===== config.mk =====
export PLATFORM = sky130hd
export DESIGN_NAME = freq_qual_ctrl
export DESIGN_NICKNAME = d
export VERILOG_FILES = /design/src/rtl/freq_qual_ctrl.sv
export SDC_FILE = /design/constraint.sdc
export NUM_CORES = 1
export LEC_CHECK = 0
export CORE_UTILIZATION = 30
export DETAILED_ROUTE_END_ITERATION = 12
export GPL_TIMING_DRIVEN = 0
export SLEW_MARGIN = 20
export SYNTH_ARGS = -nofsm -noshare
export SYNTH_HDL_FRONTEND = slang
export SYNTH_SLANG_ARGS = --single-unit

===== constraint.sdc =====
create_clock -name clk -period 3.75 [get_ports clk]
set_input_delay 0.375 -clock clk [delete_from_list [all_inputs] [get_ports clk]]
set_output_delay 0.375 -clock clk [all_outputs]
set_load 0.02 [all_outputs]

===== src/rtl/freq_qual_ctrl.sv =====
module freq_qual_ctrl #(
  parameter int OFS_W = 11,
  parameter int RNG_W = 10,
  parameter int TMR_W = 6
) (
  input  logic             clk,
  input  logic             rst_n,
  input  logic             sec_tick,
  input  logic             ref_active,
  input  logic [OFS_W-1:0] offset,
  input  logic [RNG_W-1:0] qual_range,
  input  logic [RNG_W-1:0] disq_range,
  input  logic [TMR_W-1:0] qual_time,
  output logic             qualified,
  output logic [1:0]       state
);

  localparam logic [1:0] S_IDLE = 2'd0;
  localparam logic [1:0] S_TIME = 2'd1;
  localparam logic [1:0] S_QUAL = 2'd2;
  localparam logic [TMR_W-1:0] TMR_MAX = '1;

  logic [1:0]       st_q;
  logic [TMR_W-1:0] tmr_q;
  logic [OFS_W-1:0] mag;
  logic             in_qual, out_disq;

  assign mag      = offset[OFS_W-1] ? (~offset + 1'b1) : offset;
  assign in_qual  = mag <= OFS_W'(qual_range);
  assign out_disq = mag >  OFS_W'(disq_range);

  always_ff @(posedge clk) begin
    if (!rst_n) begin
      st_q  <= S_IDLE;
      tmr_q <= '0;
    end else begin
      case (st_q)
        S_IDLE: begin
          tmr_q <= '0;
          if (ref_active && in_qual) st_q <= S_TIME;
        end
        S_TIME: begin
          if (!ref_active || !in_qual) begin
            st_q  <= S_IDLE;
            tmr_q <= '0;
          end else if (sec_tick) begin
            if (tmr_q >= qual_time) st_q <= S_QUAL;
            else if (tmr_q != TMR_MAX) tmr_q <= tmr_q + 1'b1;
          end
        end
        S_QUAL: begin
          tmr_q <= '0;
          if (!ref_active || out_disq) st_q <= S_IDLE;
        end
        default: begin
          st_q  <= S_IDLE;
          tmr_q <= '0;
        end
      endcase
    end
  end

  assign state     = st_q;
  assign qualified = (st_q == S_QUAL);

  AST_LEGAL_STATE: assert property (@(posedge clk) disable iff (!rst_n) st_q != 2'd3);
  AST_NO_SKIP: assert property (@(posedge clk) disable iff (!rst_n) st_q == S_IDLE |=> st_q != S_QUAL);
  AST_ENTER_ON_TICK: assert property (@(posedge clk) disable iff (!rst_n)
    (st_q == S_QUAL && $past(st_q) != S_QUAL) |-> ($past(st_q) == S_TIME && $past(sec_tick)));
  AST_ALARM_DROP: assert property (@(posedge clk) disable iff (!rst_n) !ref_active |=> st_q == S_IDLE);
  AST_DISQ_DROP: assert property (@(posedge clk) disable iff (!rst_n)
    (st_q == S_QUAL && out_disq) |=> st_q == S_IDLE);
  AST_HYST_HOLD: assert property (@(posedge clk) disable iff (!rst_n)
    (st_q == S_QUAL && ref_active && !out_disq) |=> st_q == S_QUAL);
  AST_TIMING_EXIT: assert property (@(posedge clk) disable iff (!rst_n)
    (st_q == S_TIME && !in_qual) |=> st_q == S_IDLE);

endmodule


# After elaboration in Yosys (flattened, before gate mapping)
# Index checks and enable logic that the tools add are counted.
totals:
  output_inout_bits: 3
  in_bits: 41
  ff_bits: 8
  word_cells: 34
op_classes:
  n_mux: 7
  add_sub_neg: 2
  n_eq_ne: 7
  bitwise_logic: 4
  order_cmp: 3
  reduce_logical: 9
op_table:
  columns: ["cell", "count"]
  rows:
  - ["adder 11 x 1 -> 11 bit (second input constant)", 1]
  - ["greater-than comparator 11 x 10 -> 1 bit", 1]
  - ["less-or-equal comparator 11 x 10 -> 1 bit", 1]
  - ["2-to-1 mux 11 bit", 1]
  - ["NOT 11 bit", 1]
  - ["2-to-1 mux 2 bit", 5]
  - ["adder 6 x 1 -> 6 bit (second input constant)", 1]
  - [">= comparator 6 bit", 1]
  - ["inequality test 3 bit (second input constant)", 2]
  - ["inequality test 6 bit (second input constant)", 1]
  - ["one-hot mux 2 bit (3 select lines)", 1]
  - ["AND reduction 4 bit", 1]
  - ["NOT 1 bit", 3]
  - ["AND reduction 3 bit", 1]
  - ["OR reduction 3 bit", 1]
  - ["equality test 2 x 1 -> 1 bit (second input constant)", 1]
  - ["equality test 2 bit (second input constant)", 1]
  - ["zero test 1 bit", 2]
  - ["zero test 2 bit", 1]
  - ["logical OR 1 bit", 2]
  - ["inequality test 2 x 1 -> 1 bit (second input constant)", 1]
  - ["inequality test 2 bit (second input constant)", 1]
  - ["logical AND 1 bit", 1]

# Logic depth before layout (Yosys ltp)
depth:
  word_depth: 8
  mapped_depth: 11
  depth_no_buf: 11

# Worst setup path after synthesis
# OpenSTA, ideal clock, no wires.
synth_path:
  kind: "input-to-reg"
  from: "input offset[3]"
  to: "register tmr_q[0]"
  slack_ns: 1.107
  stages: 11
  t_arrival_ns: 2.526
  required_ns: 3.633
  setup_ns: 0.117
  path_cell_list: "or4_4 > nor4_4 > nand3_1 > nand2_1 > xnor2_1 > ha_1 > and3_1 > nor3b_1 > a311o_1 > nand4b_2 > nor2_1"
synth_via:
  elab_chain_len: 7
synth_rtl:
  columns: ["element", "line_no", "source"]
  rows:
  - ["start: declaration", "10", "input logic [OFS_W-1:0] offset,"]
  - ["NOT 11 bit", "28", "assign mag = offset[OFS_W-1] ? (~offset + 1'b1) : offset;"]
  - ["adder 11 x 1 -> 11 bit", "28", null]
  - ["2-to-1 mux 11 bit *", "28", null]
  - ["less-or-equal comparator 11 x 10 -> 1 bit *", "29", "assign in_qual = mag <= OFS_W'(qual_range);"]
  - ["zero test 1 bit *", "43", "if (!ref_active || !in_qual) begin"]
  - ["logical OR 1 bit *", "43", null]
  - ["OR reduction 3 bit (no source line) *", null, null]
  - ["end signal: assignment", "48", "else if (tmr_q != TMR_MAX) tmr_q <= tmr_q + 1'b1;"]
  - ["end: declaration", "24", "logic [TMR_W-1:0] tmr_q;"]
# Mark *: on every way between the ends. The rest lies on a longest branch, timed or not.
# A chain may end at the register's enable or synchronous reset.

# Worst setup path in the final report
layout_path:
  from: "input offset[2]"
  to: "register tmr_q[3]"
# The elaborated chain is that of the path after synthesis.

==> impl_results.md <==
- DP HPWL: 2.69 mm
- Critical path class: input pin to register
- Routability cong.: 0.826
- Min-Delay Path Class: register to register
- Final setup violation count: 0
- Final hold violation count: 0
- Final ANT Viol Nets: 0
- Slowest CP cell: or4_4
- Core Area: approximately 0.0038 mm²
- Slew headroom: 73.5%
- Total Wirelength: roughly 3.0 mm
- Post-synth net total: 226
- Met3 Use GR: 1.55%
- Crit path capture type: register
- Sequential fraction of the synthesis area: 13.0%
- Root Driver: clkbuf_8
- Total area of sequential cells: between 150 and 200 µm²
- GRT Util Overall: 15.2%
- Top post-synthesis cells by area: ha_1 28%, dfxtp_1 13%, inv_1 9.1%
- Ys flop type: dfxtp_1
- Via Count: 1217
- Filler Cell Count: 381
- Setup repair bufs after CTS: 0
- GR Util met2: 28.1%
- Synth Register Bits: 8
- Final Cycle Share: 85.6%
- GR peak layer: met2
- Final net count: between 200 and 300
- Synth unique cells: 33
- Clk sink count: 8
- Status: finished, final reports clean
- Crit path time final: 3.21 ns
- Area of the multi-input gates: 956 µm²
- Synth Cell Area: 0.00123 mm²
- Setup tns final: 0 ns
- Pwr per Cell Area: ~200 mW/mm²
- Total I/O pin count: 44
- CP Launch Type: input pin
- Reg2reg path depth: 7
- CTS resizes: 0
- Area leader, netlist: ha_1
- Clock skew: 0.000518 ns
- Worst Hold Path Cells: 2
- Hold buffer count at cts: 0
- H-tree depth: 1
- Std cell rows: 22
- Die Wd: 66.1 µm
- DR vias/cell: 4.85
- Syn. warnings: 0
- CP max FO: 6
- Count leader, synth: inv_1
- Setup WS pre-CTS: 0.331 ns
- Gr ovfl total: 0
- Share of synthesized registers carrying an async set or reset: 0%
- CP Cell Sequence: clkdlybuf4s50_1 -> or4_4 -> nor4_4 -> nand3_1 -> nand2_1 -> xnor2_1 -> ha_1 -> and3_1 -> a211oi_1 -> a311o_1 -> nand4b_2 -> a21oi_1
- Number of synthesized flops with an enable pin: 0
- Setup repair after global routing missed its margin: false
- Clock buffer depth: 2
- CTS tree: yes
- Top cell type's share of synthesized area: between 20% and 30%
- Leakage: slightly above 0.0008 µW
- Max incr delay on CP: approximately 0.6 ns
- Max-slew violations: 0
- First-pass GRT wire length: 5.14 mm
- WL per Instance: roughly 12 µm
- Final setup margin: 0.541 ns
- CTS Buf Count: 3
- Port Buffers: between 40 and 50
- Grt met1 use: 19.2%
- Initial antenna violation count: 0
- Vias in the first global route: 1248
- DR DRC count: 0
- Worst-Skew Late Latency: 0.23 ns
- Post-Syn Instances: roughly 160
- DRT Pass-1 Iters: 4
- Clk slew on worst S/H paths: 0.04 ns
- Chip Height: 66.1 µm
- Die area: 0.00437 mm²
- Worst path arrival time: 3.36 ns
- Starting Density: 32.4%
- Largest net degree at the start of global routing: 11
- Least-Margin Pin Slew: between 0.3 and 0.4 ns
- Worst EP required: 3.90 ns
- Number of max-cap violations: 0
- Mean Syn Cell Area: 7.85 µm²
- Max Clk Rate: 0.312 GHz
- Ant. Diodes: 0
- Ratio of cells with drive above 1 in the final layout: 3.94%
- Drt initial violations: 28
- VDD IR max: 0.000148 V
- Synth cell count leaders: 30 x inv_1, 28 x ha_1, 10 x a21oi_1
- P&R area growth vs syn: 43.1%
routing by layer:
layer | vias up | routed length (µm)
met5 | - | 0
met4 | 0 | 19
met3 | 2 | 105
met2 | 24 | 1400
met1 | 537 | 1460
li1 | 654 | -
layout make-up:
type                            instances  share of cell area, %
Sequential cell                         8                   9.08
Tap cell                               48                   3.40
Buffer                                  1                  0.213
Inverter                               30                   6.38
Timing Repair Buffer                   43                   24.4
Multi-Input combinational cell        118                   54.2
Clock buffer                            3                   2.34
where the power goes:
part | switching (µW) | internal [µW]
Clock | 32.8 | 69.4
Combinational | 74.7 | 89.8
Sequential | 1.65 | 86.8
sequential cells by signal, indices dropped and copies added, names as in the netlist:
signal	flops
tmr_q	6
state	2
through the flow:
step,hold WS (ns),power (µW),cell area (µm²),cells,util [%]
2_1_floorplan,0.470,182,1230,157,-
3_3_place_gp,0.496,249,1720,248,45.4
3_5_place_dp,0.522,255,1720,248,45.4
4_1_cts,0.528,359,1760,251,46.4
5_1_grt,0.556,388,1760,251,46.4
6_report,0.529,355,1760,251,46.4
cell usage in the layout, fill, tap and decap left out, types with 3 or more instances in the layout:
| cell type | netlist | layout |
|---|---|---|
| nor2b_1 | 4 | 4 |
| xnor2_1 | 9 | 9 |
| clkdlybuf4s50_1 | 0 | 43 |
| nand2_1 | 8 | 8 |
| o21ai_0 | 8 | 8 |
| inv_1 | 30 | 30 |
| a21o_1 | 5 | 5 |
| a31oi_1 | 3 | 3 |
| and3_1 | 4 | 4 |
| a21oi_1 | 10 | 10 |
| or3_1 | 4 | 4 |
| dfxtp_1 | 8 | 8 |
| clkbuf_8 | 0 | 3 |
| nand3_1 | 9 | 9 |
| ha_1 | 28 | 28 |
| o21a_1 | 3 | 3 |
kinds of logic (layout without fill, tap and decap cells):
| group | Yosys count | after routing | synth area share, % |
|---|---|---|---|
| compound gates | 41 | 41 | 22.4 |
| xor+xnor | 9 | 9 | 6.40 |
| fa+ha+maj | 28 | 28 | 28.4 |
| buf+inv | 31 | 77 | 9.44 |
| flops | 8 | 8 | 13.0 |
| mux | 1 | 1 | 0.812 |
| simple gates | 39 | 39 | 19.5 |
critical path, delay by kind of cell:
family	cells	cell delay [ns]
buf+inv	1	0.49
xor+xnor	1	0.19
simple gates	6	1.40
fa+ha+maj	1	0.32
compound gates	3	0.59
worst paths after layout:
path                  start  endpoint  slack (ns)
setup / recovery  offset[2]  tmr_q[3]        0.54
hold / removal     tmr_q[5]  tmr_q[5]        0.53
setup reg to reg   tmr_q[0]  tmr_q[3]        1.73
hold reg to reg    tmr_q[5]  tmr_q[5]        0.53
(Power assumes the default switching activity.)
